## src/rtl/hport_pkg.sv

```systemverilog
package hport_pkg;
    typedef enum logic [1:0] {
        HP_IDLE  = 2'd0,
        HP_READ  = 2'd1,
        HP_WRITE = 2'd2,
        HP_WAIT  = 2'd3
    } hp_state_t;

    typedef struct packed {
        logic a1;
        logic a0;
        logic m16;
    } hp_addr_t;
endpackage

```

## src/rtl/hport_sync.sv

```systemverilog
module hport_sync #(
    parameter int WIDTH  = 3,
    parameter int STAGES = 2
) (
    input  logic             clk,
    input  logic             rst_n,
    input  logic [WIDTH-1:0] async_in,
    output logic [WIDTH-1:0] sync_out
);
    logic [WIDTH-1:0] chain [STAGES];

    generate
        for (genvar s = 0; s < STAGES; s++) begin : g_stage
            always_ff @(posedge clk or negedge rst_n) begin
                if (!rst_n) begin
                    chain[s] <= '1;
                end else if (s == 0) begin
                    chain[s] <= async_in;
                end else begin
                    chain[s] <= chain[(s == 0) ? 0 : s-1];
                end
            end
        end
    endgenerate

    assign sync_out = chain[STAGES-1];
endmodule

```

## src/rtl/hport_fsm.sv

```systemverilog
module hport_fsm
    import hport_pkg::*;
#(
    parameter int DATA_W = 16
) (
    input  logic              clk,
    input  logic              rst_n,
    input  logic              s_cs_n,
    input  logic              s_rd_n,
    input  logic              s_wr_n,
    input  logic              a1,
    input  logic              a0,
    input  logic              mode16,
    input  logic [DATA_W-1:0] d_in,
    output logic              rd_done,
    output logic              wr_commit,
    output hp_addr_t          lat_addr,
    output logic [DATA_W-1:0] lat_data
);
    hp_state_t state, state_nx;
    logic rd_act, wr_act;

    assign rd_act = !s_cs_n && !s_rd_n;
    assign wr_act = !s_cs_n && !s_wr_n;

    always_comb begin
        state_nx = state;
        unique case (state)
            HP_IDLE: begin
                if (rd_act)      state_nx = HP_READ;
                else if (wr_act) state_nx = HP_WRITE;
            end
            HP_READ:  if (!rd_act) state_nx = HP_IDLE;
            HP_WRITE: state_nx = HP_WAIT;
            HP_WAIT:  if (!wr_act) state_nx = HP_IDLE;
        endcase
    end

    always_ff @(posedge clk or negedge rst_n) begin
        if (!rst_n) begin
            state    <= HP_IDLE;
            lat_addr <= '0;
            lat_data <= '0;
        end else begin
            state <= state_nx;
            if (state == HP_IDLE && state_nx != HP_IDLE) begin
                lat_addr <= '{a1: a1, a0: a0, m16: mode16};
                lat_data <= d_in;
            end
        end
    end

    always_comb begin
        rd_done   = 1'b0;
        wr_commit = 1'b0;
        unique case (state)
            HP_IDLE:  ;
            HP_READ:  rd_done = !rd_act;
            HP_WRITE: wr_commit = 1'b1;
            HP_WAIT:  ;
        endcase
    end

    assert_pulse_excl_R12: assert property (@(posedge clk) disable iff (!rst_n)
        !(rd_done && wr_commit));
    assert_commit_once_R12: assert property (@(posedge clk) disable iff (!rst_n)
        wr_commit |=> !wr_commit);
endmodule

```

## src/rtl/hport_regs.sv

```systemverilog
module hport_regs
    import hport_pkg::*;
#(
    parameter int DATA_W = 16
) (
    input  logic              clk,
    input  logic              rst_n,
    input  logic              rd_done,
    input  logic              wr_commit,
    input  hp_addr_t          acc,
    input  logic [DATA_W-1:0] wdata,
    input  logic              core_tx_wr,
    input  logic [DATA_W-1:0] core_tx_data,
    input  logic              core_rx_rd,
    output logic [DATA_W-1:0] tx_word,
    output logic              tx_full,
    output logic [DATA_W-1:0] rx_word,
    output logic              rx_full
);
    localparam int LANE_W = DATA_W / 2;

    logic tx_take, tx_finish, rx_put, rx_last;

    assign tx_take   = core_tx_wr && !tx_full;
    assign tx_finish = rd_done && !acc.a1 && tx_full && (acc.m16 || acc.a0);
    assign rx_put    = wr_commit && !acc.a1 && !rx_full;
    assign rx_last   = acc.m16 || acc.a0;

    always_ff @(posedge clk or negedge rst_n) begin
        if (!rst_n) begin
            tx_word <= '0;
            tx_full <= 1'b0;
        end else if (tx_take) begin
            tx_word <= core_tx_data;
            tx_full <= 1'b1;
        end else if (tx_finish) begin
            tx_full <= 1'b0;
        end
    end

    always_ff @(posedge clk or negedge rst_n) begin
        if (!rst_n) begin
            rx_word <= '0;
            rx_full <= 1'b0;
        end else if (rx_put) begin
            if (acc.m16)
                rx_word <= wdata;
            else if (acc.a0)
                rx_word[DATA_W-1:LANE_W] <= wdata[LANE_W-1:0];
            else
                rx_word[LANE_W-1:0] <= wdata[LANE_W-1:0];
            rx_full <= rx_last;
        end else if (core_rx_rd && rx_full) begin
            rx_full <= 1'b0;
        end
    end

    assert_core_load_R2: assert property (@(posedge clk) disable iff (!rst_n)
        core_tx_wr && !tx_full |=> tx_full && tx_word == $past(core_tx_data));
    assert_core_drop_R2: assert property (@(posedge clk) disable iff (!rst_n)
        core_tx_wr && tx_full |=> $stable(tx_word));
    assert_low_byte_keeps_R6: assert property (@(posedge clk) disable iff (!rst_n)
        rd_done && tx_full && !acc.m16 && !acc.a0 |=> tx_full);
    assert_full_drop_R9: assert property (@(posedge clk) disable iff (!rst_n)
        wr_commit && rx_full |=> $stable(rx_word));
    assert_rx_free_R10: assert property (@(posedge clk) disable iff (!rst_n)
        $fell(rx_full) |-> $past(core_rx_rd));
endmodule

```

## src/rtl/host_xfer_port.sv

```systemverilog
module host_xfer_port
    import hport_pkg::*;
#(
    parameter int DATA_W      = 16,
    parameter int SYNC_STAGES = 2
) (
    input  logic              clk,
    input  logic              rst_n,
    input  logic              host_mode16,
    input  logic              host_cs_n,
    input  logic              host_rd_n,
    input  logic              host_wr_n,
    input  logic              host_a1,
    input  logic              host_a0,
    input  logic [DATA_W-1:0] host_d_in,
    output logic [DATA_W-1:0] host_d_out,
    output logic [1:0]        host_d_oe,
    output logic              host_rdy_rd,
    output logic              host_rdy_wr,
    input  logic              core_tx_wr,
    input  logic [DATA_W-1:0] core_tx_data,
    output logic              core_tx_empty,
    input  logic              core_rx_rd,
    output logic [DATA_W-1:0] core_rx_data,
    output logic              core_rx_ready
);
    localparam int LANE_W = DATA_W / 2;

    logic [2:0]        strobes_s;
    logic              rd_done, wr_commit;
    hp_addr_t          lat_addr;
    logic [DATA_W-1:0] lat_data, tx_word, rx_word, status_word, sel_word;
    logic              tx_full, rx_full, read_on;

    hport_sync #(.WIDTH(3), .STAGES(SYNC_STAGES)) u_sync (
        .clk      (clk),
        .rst_n    (rst_n),
        .async_in ({host_cs_n, host_rd_n, host_wr_n}),
        .sync_out (strobes_s)
    );

    hport_fsm #(.DATA_W(DATA_W)) u_fsm (
        .clk       (clk),
        .rst_n     (rst_n),
        .s_cs_n    (strobes_s[2]),
        .s_rd_n    (strobes_s[1]),
        .s_wr_n    (strobes_s[0]),
        .a1        (host_a1),
        .a0        (host_a0),
        .mode16    (host_mode16),
        .d_in      (host_d_in),
        .rd_done   (rd_done),
        .wr_commit (wr_commit),
        .lat_addr  (lat_addr),
        .lat_data  (lat_data)
    );

    hport_regs #(.DATA_W(DATA_W)) u_regs (
        .clk          (clk),
        .rst_n        (rst_n),
        .rd_done      (rd_done),
        .wr_commit    (wr_commit),
        .acc          (lat_addr),
        .wdata        (lat_data),
        .core_tx_wr   (core_tx_wr),
        .core_tx_data (core_tx_data),
        .core_rx_rd   (core_rx_rd),
        .tx_word      (tx_word),
        .tx_full      (tx_full),
        .rx_word      (rx_word),
        .rx_full      (rx_full)
    );

    assign status_word = {{(DATA_W-2){1'b0}}, !rx_full, tx_full};
    assign sel_word    = host_a1 ? status_word : tx_word;
    assign read_on     = !host_cs_n && !host_rd_n;

    always_comb begin
        if (host_mode16)
            host_d_out = sel_word;
        else if (host_a0)
            host_d_out = {{LANE_W{1'b0}}, sel_word[DATA_W-1:LANE_W]};
        else
            host_d_out = {{LANE_W{1'b0}}, sel_word[LANE_W-1:0]};
    end

    assign host_d_oe     = {read_on && host_mode16, read_on};
    assign host_rdy_rd   = tx_full;
    assign host_rdy_wr   = !rx_full;
    assign core_tx_empty = !tx_full;
    assign core_rx_ready = rx_full;
    assign core_rx_data  = rx_word;

    assert_oe_idle_R11: assert property (@(posedge clk) disable iff (!rst_n)
        host_cs_n |-> host_d_oe == 2'b00);
    assert_flags_exclusive_R1: assert property (@(posedge clk) disable iff (!rst_n)
        core_tx_empty != host_rdy_rd);
endmodule

```

## config.mk

```make
export PLATFORM = sky130hd
export DESIGN_NAME = host_xfer_port
export DESIGN_NICKNAME = d
export VERILOG_FILES = /design/src/rtl/hport_pkg.sv /design/src/rtl/hport_sync.sv /design/src/rtl/hport_fsm.sv /design/src/rtl/hport_regs.sv /design/src/rtl/host_xfer_port.sv
export SDC_FILE = /design/constraint.sdc
export NUM_CORES = 1
export LEC_CHECK = 0
export ABC_AREA = 1
export CAP_MARGIN = 20
export CELL_PAD_IN_SITES_DETAIL_PLACEMENT = 0
export CELL_PAD_IN_SITES_GLOBAL_PLACEMENT = 1
export CORE_ASPECT_RATIO = 0.7
export CORE_MARGIN = 4
export CORE_UTILIZATION = 37
export DETAILED_ROUTE_END_ITERATION = 8
export PLACE_DENSITY_LB_ADDON = 0.1
export SLEW_MARGIN = 0
export SYNTH_ARGS = -nofsm -noshare
export SYNTH_HDL_FRONTEND = slang
export SYNTH_SLANG_ARGS = --single-unit
```

## constraint.sdc

```tcl
create_clock -name clk -period 2.1 [get_ports clk]
set_input_delay 0.42 -clock clk [delete_from_list [all_inputs] [get_ports clk]]
set_output_delay 0.42 -clock clk [all_outputs]
set_load 0.02 [all_outputs]
```

# Yosys cells after proc, flatten, opt, wreduce, memory -nomap -nowiden
# Cells that the tools add are included.
op_classes:
  reduce_logical: 29
  n_eq_ne: 4
  n_mux: 17
op_table:
  columns: ["cell", "count"]
  rows:
  - ["16-bit 2-to-1 mux", 3]
  - ["8-bit 2-to-1 mux", 3]
  - ["1-bit logical AND", 12]
  - ["1-bit logical NOT", 9]
  - ["2-bit 2-to-1 mux", 4]
  - ["2-bit case mux with 4 select lines", 1]
  - ["2-bit nonzero test", 4]
  - ["1-bit 2-to-1 mux", 6]
  - ["2-bit equality test, second input constant", 2]
  - ["2-bit AND reduction", 2]
  - ["2-bit by 1-bit equality test with 1-bit output, second input constant", 1]
  - ["2-bit logical NOT", 1]
  - ["2-bit != test, second input constant", 1]
  - ["1-bit logical OR", 1]
totals:
  output_inout_bits: 38
  elab_cells: 62
  register_bits: 61
  in_bits: 42

# Depth between registers and ports, before layout
# Gate-level depths: netlist of the first run.
depth:
  word_depth: 9
  mapped_depth: 6
  ltp_nobuf: 6

# Modules after synthesis
# From an unflattened synthesis of the first run, not the netlist that was laid out.
unflattened:
  hier_cells: 338
  hier_area_um2: 2925.3
modules_own_cells:
  columns: ["mod", "seq_area_each_um2", "area_each_um2", "cells_each", "n_inst"]
  rows:
  - ["hport_regs", 850.8, 1544.0, 179, 1]
  - ["hport_fsm", 525.5, 894.6, 100, 1]
  - ["host_xfer_port", 0.0, 306.5, 50, 1]
  - ["hport_sync", 157.7, 180.2, 9, 1]

# Least setup slack after synthesis of the first run
# No wires, ideal clock.
synth_timing:
  path_type: "input-to-output"
  startpoint: "input port host_a1"
  endpoint: "output port host_d_out[7]"
  n_path_buf: 2
  t_required_ps: 1680
  arrival_ps: 1329
  stages: 5
  setup_slack_ps: 351
  path_cell_list: "clkbuf_2 inv_2 buf_4 nand2_1 o21ai_0"
synth_via:
  elab_chain_cells: 3
synth_lines:
  columns: ["element", "line", "source"]
  rows:
  - ["start: declaration", "host_xfer_port.sv:13", "input logic host_a1,"]
  - ["16-bit 2-to-1 mux (*)", "host_xfer_port.sv:75", "assign sel_word = host_a1 ? status_word : tx_word;"]
  - ["8-bit 2-to-1 mux", "host_xfer_port.sv:81", "else if (host_a0)"]
  - ["16-bit 2-to-1 mux (*)", "host_xfer_port.sv:79", "if (host_mode16)"]
  - ["end: declaration", "host_xfer_port.sv:16", "output logic [DATA_W-1:0] host_d_out,"]
# Every way passes the cells marked *; elsewhere a longest branch is shown, timed or not.

# Worst setup path after layout of the first run
layout_timing:
  startpoint: "input port host_mode16"
  endpoint: "output port host_d_out[14]"
layout_via:
  elab_chain_cells: 1
layout_lines:
  columns: ["element", "line", "source"]
  rows:
  - ["start: declaration", "host_xfer_port.sv:9", "input logic host_mode16,"]
  - ["16-bit 2-to-1 mux", "host_xfer_port.sv:79", null]
# Every way passes these cells.

==> results of run 1 <==
==> cell type report <==
cell class,count,area [um^2],area share
Clock inverter,6,110,0.0287
Inverter,14,55.1,0.0144
Clock buffer,10,138,0.0359
Multi-Input combinational cell,238,1050,0.273
Timing Repair Buffer,93,830,0.217
Tap cell,94,118,0.0307
Sequential cell,61,1530,0.400
==> layer usage <==
layer  track usage  up-vias  wire (um)
met5             0        -          0
met3        0.0530        6        427
li1              -     1227          -
met4        0.0615        0         51
met1         0.259     1166       3890
met2         0.268       73       3090
==> final timing paths <==
| check | startpoint | endpoint | slack [ns] | cells after the start |
|---|---|---|---|---|
| worst min register to register | u_sync.chain[4] | u_sync.sync_out[1] | 0.36 | 0 |
| worst min-delay path | rst_n | u_fsm.lat_addr[1] | 0.06 | 1 |
| worst max register to register | u_sync.sync_out[1] | u_fsm.lat_data[15] | 0.50 | 4 |
| min in group clk | u_sync.chain[4] | u_sync.sync_out[1] | 0.36 | 0 |
| max in group asynchronous | rst_n | u_regs.rx_word[10] | 1.33 | 2 |
| worst max-delay path | host_mode16 | host_d_out[14] | 0.03 | 5 |
==> power by group through the flow <==
stage          Sequential, uW  Clock [uW]  Combinational (uW)
6_report                 1890        1290                1720
3_3_place_gp             1890           0                1770
2_1_floorplan            2010           0                 849
5_1_grt                  1940        1380                1940
4_1_cts                  1880        1320                1750
3_5_place_dp             1900           0                1790
==> synth_stat cells (all sizes together) <==
| master | count |
|---|---|
| nand2 | 142 |
| nand3 | 59 |
| dfrtp | 55 |
| nor2 | 17 |
| inv | 13 |
| buf | 12 |
| o21ai | 12 |
| dfstp | 6 |
| a21oi | 3 |
| clkbuf | 3 |
| nor3 | 3 |
| a22oi | 1 |
| a31oi | 1 |
| clkinv | 1 |
==> flip-flops by register name (all words and copies together), names as in the netlist <==
name / flops
u_regs.tx_word: 16
u_regs.rx_full: 1
u_sync.chain: 3
u_regs.tx_full: 1
u_fsm.state: 2
u_fsm.lat_addr: 3
u_regs.rx_word: 16
u_sync.sync_out: 3
u_fsm.lat_data: 16
==> metrics by stage <==
| stage | cell area (um^2) | setup TNS [ns] | setup slack (ns) |
|---|---|---|---|
| after global routing | 3830 | -0.0120 | -0.00920 |
| final | 3830 | 0 | 0.0336 |
| after detailed placement | 3630 | -5.88 | -0.478 |
| after floorplan | 2730 | 0 | 0.351 |
| after global placement | 3630 | -5.97 | -0.465 |
| after CTS | 3840 | 0 | 0.00964 |
==> kinds of logic after synthesis <==
family / count (synthesis)
AND/OR/NAND/NOR: 221
AO/OA/AOI/OAI: 17
buffers and inverters: 29
flip-flops: 61
==> timing repair <==
item / 4_1_cts / 5_1_grt
setup buffers: 0 / 0
endpoints found under the hold margin: 0 / 0
endpoints found under the setup margin: 18 / 28
gates resized for setup: 57 / 11
==> worst max-delay path, delay by kind of cell <==
kind,cells,cell delay [ns]
buffers and inverters,4,1.12
AND/OR/NAND/NOR,1,0.10
==> flow_summary.yaml, run 1 <==
status:
  status: "finished clean"
critical_path:
  crit_path_cell_trace: "clkdlybuf4s50_1 -> inv_2 -> buf_4 -> nor2_1 -> dlygate4sd2_1"
  cp.required_ns: 1.68
  cp_data_arrival_time_ns: 1.65
  crit_path_start_kind: "input pin"
  worstSetupPathType: "input pin to output port"
  slowest_delay_ns: 0.52
  worstPathMaxFanout: 9
  cp-end-kind: "output port"
  crit_slowest_cell: "clkdlybuf4s50_1"
power_and_ir_drop:
  finalPower_uw: 4900
  ir_drop_uv: 427
  seqPwrFrac: 0.385
  netSwitchingPower_uw: 1770
  switching_share: 0.361
  clockPowerShare: 0.263
  power.leakage_uw: 0.00193
  power_frac_comb: 0.352
  power_density_mw_per_mm2: 1280
  p_int_uw: 3130
routing:
  drt-vias-per-instance: 4.79
  dr.pass1.iters: 4
  drt_wl_total_mm: 7.46
  drtIter0Drc: 158
  num_vias: 2472
  drc: 0
  drt-wirelength-per-cell_um: 14.5
  drtAntennaViolNets: 0
sta:
  timing.hold.ws_ns: 0.0574
  setup_violations: 0
  worst_pin_slew_ns: 0.583
  fmax_ghz: 0.484
  layout_min_cycle_time_ns: 2.07
  max_slew_margin: 0.610
  skew_ns: 0.00989
  drv_slew: 0
  rsz0062_at_grt: "yes"
  period_share: 0.984
  hold_violations: 0
cts:
  clock_path_buffers: 2
  h-tree-depth: 3
  path_clk_slew_ns: 0.08
  worstSkewPairLatency_ns: 0.34
  cts_made_buffers: 9
  cts_hold_buf: 0
  cts_tree: "built"
  clock-sinks: 61
  clockRootBuffer: "clkbuf_8"
finish:
  fin_nets: 459
  layout.cells.most_common: "nand2_1"
  mostFrequentLayoutCells: "nand2_1 (136), clkdlybuf4s50_1 (60), nand3_1 (57)"
  syn_to_final_growth_pct: 40.6
  fill_cells: 694
  finalNonFillerCells: 516
  utilization: 0.552
  drive_gt1_frac: 0.149
  antenna-diode-count: 0
synthesis:
  syn-num-nets: 370
  synth_area_leaders: "dfrtp_1 (51%), nand2_1 (19%), nand3_1 (10%), dfstp_2 (5.8%), nor2_1 (2.1%)"
  synth_compound_area_frac: 0.0340
  yosysTopAreaCell: "dfrtp_1"
  synth_top_area_frac: 0.505
  synthMuxAreaShare: 0
  synth_xor_area_frac: 0
  syn_area_mm2: 0.00273
  synth_cell_types: 24
  syn_area_per_cell_um2: 8.31
  ys.warnings.count: 0
  synth-seq-cells: 61
  synth-adder-area-share: 0
  ys_seq_area_frac: 0.563
  synthCells: 328
  synth_top_family_by_area: "simple AND/OR/NAND/NOR gates"
  synth-simple-area-share: 0.345
global_routing:
  grt_overflow: 0
  grt.total_usage: 0.183
  grt_max_degree: 25
  grt_pass1_wl_mm: 12.6
  antenna_found_initial: 0
  grt_pass1_vias: 2514
placed_design:
  dp_hpwl_mm: 5.44
  placed_cells_incl_taps: 500
  gp_congestion: 0.812
  port_buffers: 79
floorplanning:
  dieArea_mm2: 0.00882
  io_pins: 80
  die_w_um: 111
  start_util: 0.392
  coreArea_mm2: 0.00694
  rows: 25
  fp.dieH_um: 79.8
run:
  drv_cap: 0
worst_hold_path:
  hold_class: "input pin to asynchronous set/reset pin"
No activity file was read; power rests on OpenSTA's default activity.
==> run 2: changes to the inputs <==
--- a/config.mk
+++ b/config.mk
@@ -6,12 +6,12 @@
 export NUM_CORES = 1
 export LEC_CHECK = 0
 export ABC_AREA = 1
-export CAP_MARGIN = 20
+export CAP_MARGIN = 5
 export CELL_PAD_IN_SITES_DETAIL_PLACEMENT = 0
 export CELL_PAD_IN_SITES_GLOBAL_PLACEMENT = 1
 export CORE_ASPECT_RATIO = 0.7
 export CORE_MARGIN = 4
-export CORE_UTILIZATION = 37
+export CORE_UTILIZATION = 31
 export DETAILED_ROUTE_END_ITERATION = 8
 export PLACE_DENSITY_LB_ADDON = 0.1
 export SLEW_MARGIN = 0
==> constraint.sdc (replaced) <==
create_clock -name clk -period 1.8 [get_ports clk]
set_input_delay 0.36 -clock clk [delete_from_list [all_inputs] [get_ports clk]]
set_output_delay 0.36 -clock clk [all_outputs]
set_load 0.02 [all_outputs]
==> run 2 against run 1 <==
Register-to-register slack got worse by 0.26 ns. Critical path depth decreased by 3. Worst hold slack got worse by 0.022 ns. Sequential power increased by 16%. Via count decreased by 0.93%. Cell area increased by 3.9%. Non-clock buffer count increased by 4. Final cell count increased by 5.8%. Count of clock-buffer cells in the layout increased by 2. Die area increased by 18%. Worst setup slack improved by 0.026 ns. Clock power increased by 31%.
==> flow_summary.yaml, run 2 (synthesized netlist as in run 1, its figures left out) <==
critical_path:
  worstPathMaxFanout: 2
  crit_path_start_kind: "register"
  cp.required_ns: 1.44
  crit_slowest_cell: "clkdlybuf4s50_1"
  reg2reg_slack_ns: 0.24
  cp_data_arrival_time_ns: 1.38
  slowest_delay_ns: 0.59
  critPathTopFamily: "buffers and inverters"
  cp_num_buf_inv: 2
  worstSetupPathType: "register to output port"
  crit_path_cell_trace: "buf_4 -> clkdlybuf4s50_1"
  cp-end-kind: "output port"
sta:
  worst_slack_ns: 0.0597
  finalSetupTns_ns: 0
  hold_violations: 0
  max_slew_margin: 0.636
  worst_pin_slew_ns: 0.545
  fmax_ghz: 0.575
  setup_violations: 0
  rsz0062_at_grt: "no"
  drv_slew: 0
  skew_ns: 0.00660
  period_share: 0.967
  layout_min_cycle_time_ns: 1.74
floorplanning:
  fp.dieH_um: 86.4
  rows: 28
  start_util: 0.320
  dieArea_mm2: 0.0104
  io_pins: 80
  die_w_um: 120
  coreArea_mm2: 0.00851
status:
  status: "finished clean"
power_and_ir_drop:
  power.leakage_uw: 0.00200
  ir_drop_uv: 552
  power_density_mw_per_mm2: 1490
  finalPower_uw: 5950
finish:
  utilization: 0.468
  syn_to_final_growth_pct: 46.1
  finalNonFillerCells: 546
  regArea_mm2: 0.00153
  fin_nets: 463
  layout.cells.most_common: "nand2_1"
  drive_gt1_frac: 0.155
  fill_cells: 871
  multi_input_area_mm2: 0.00106
  mostFrequentLayoutCells: "nand2_1 (137), nand3_1 (57), clkdlybuf4s50_1 (55), dfrtp_1 (55), buf_4 (19)"
  largest_registers: "u_fsm.lat_data (16), u_regs.rx_word (16), u_regs.tx_word (16)"
  antenna-diode-count: 0
cts:
  cts_tree: "built"
  post-cts-setup-buffer-count: 0
  clock-sinks: 61
  h-tree-depth: 3
  clock_path_buffers: 2
  worstSkewPairLatency_ns: 0.32
  cts_made_buffers: 9
  path_clk_slew_ns: 0.05
  clockRootBuffer: "clkbuf_16"
worst_hold_path:
  hold_class: "input pin to asynchronous set/reset pin"
placed_design:
  placed_cells_incl_taps: 530
  gp_congestion: 0.796
  pre_cts_ws_ns: -0.599
  port_buffers: 79
  dp_hpwl_mm: 5.46
run:
  drv_cap: 0
routing:
  dr.pass1.iters: 4
  routed.top_layer: "met4"
  met1_length_mm: 4.00
  drtAntennaViolNets: 0
  drt_wl_total_mm: 7.55
  met3WireLength_um: 533
  drc: 0
  drt-vias-per-instance: 4.49
  drt-wirelength-per-cell_um: 13.8
  drtIter0Drc: 156
  num_vias: 2449
  wl_met2_mm: 2.97
global_routing:
  grt_pass1_vias: 2506
  grt_max_degree: 62
  grt_pass1_wl_mm: 12.6
  grt.total_usage: 0.154
  antenna_found_initial: 0
  grt_overflow: 0
-- run 2: changes by cell type in the layout (fill, tap and decap cells not counted), moves of 2 or more --
cell,delta
clkbuf_1,+2
clkdlybuf4s15_1,-2
bufinv_16,-2
clkbuf_8,-9
clkbuf_16,+9
buf_4,+5
dlygate4sd2_1,+7
nor3_1,-2
buf_2,-4
clkdlybuf4s50_1,-5
-- run 2: per-stage QoR --
step	area, um^2	hold slack, ns
2_1_floorplan	2730	0.0644
3_3_place_gp	3700	0.346
3_5_place_dp	3700	0.349
4_1_cts	3970	0.0476
5_1_grt	3980	0.0650
6_report	3980	0.0357
-- run 2: layout make-up --
| type | instances | area share |
|---|---|---|
| clock buffers | 12 | 0.0619 |
| repair buffers | 97 | 0.223 |
| well taps | 120 | 0.0377 |
| flip-flops and latches | 61 | 0.385 |
| clock inverters | 4 | 0.0126 |
| inverters | 14 | 0.0138 |
| multi-input cells | 238 | 0.265 |
-- run 2: worst paths after layout --
path | start | end | depth (start not counted)
setup / recovery | u_regs.tx_full | host_rdy_rd | 2
hold / removal | rst_n | u_regs.tx_word[0] | 2
setup reg to reg | u_sync.sync_out[0] | u_fsm.lat_data[3] | 4
hold reg to reg | u_sync.chain[4] | u_sync.sync_out[1] | 0
max in group asynchronous | rst_n | u_sync.chain[5] | 2
min in group clk | u_sync.chain[4] | u_sync.sync_out[1] | 0
-- run 2: what timing repair did --
action	4_1_cts	5_1_grt
pin swaps	0	0
endpoints found under the setup margin	39	7
endpoints found under the hold margin	0	0
resized for setup	70	3
gates cloned	0	0
hold buffers	0	0
-- run 2: metal layers --
metal	GRT usage	vias up
met5	0	-
met4	0.0405	0
met3	0.0515	5
met2	0.214	80
met1	0.229	1129
li1	-	1235
-- run 2: report_power, final --
| part | total, uW | internal [uW] | switching [uW] | leakage [uW] |
|---|---|---|---|---|
| clock network | 1690 | 1110 | 586 | 0.000139 |
| registers | 2190 | 1870 | 323 | 0.000751 |
| logic | 2060 | 867 | 1190 | 0.00111 |
| total | 5950 | 3840 | 2100 | 0.00200 |
==> run 3: changes to the inputs <==
--- a/config.mk
+++ b/config.mk
@@ -6,7 +6,6 @@
 export NUM_CORES = 1
 export LEC_CHECK = 0
 export ABC_AREA = 1
-export CAP_MARGIN = 5
 export CELL_PAD_IN_SITES_DETAIL_PLACEMENT = 0
 export CELL_PAD_IN_SITES_GLOBAL_PLACEMENT = 1
 export CORE_ASPECT_RATIO = 0.7
==> results of run 3 <==
No change in the layout: final DEF, timing and power equal those of run 2.
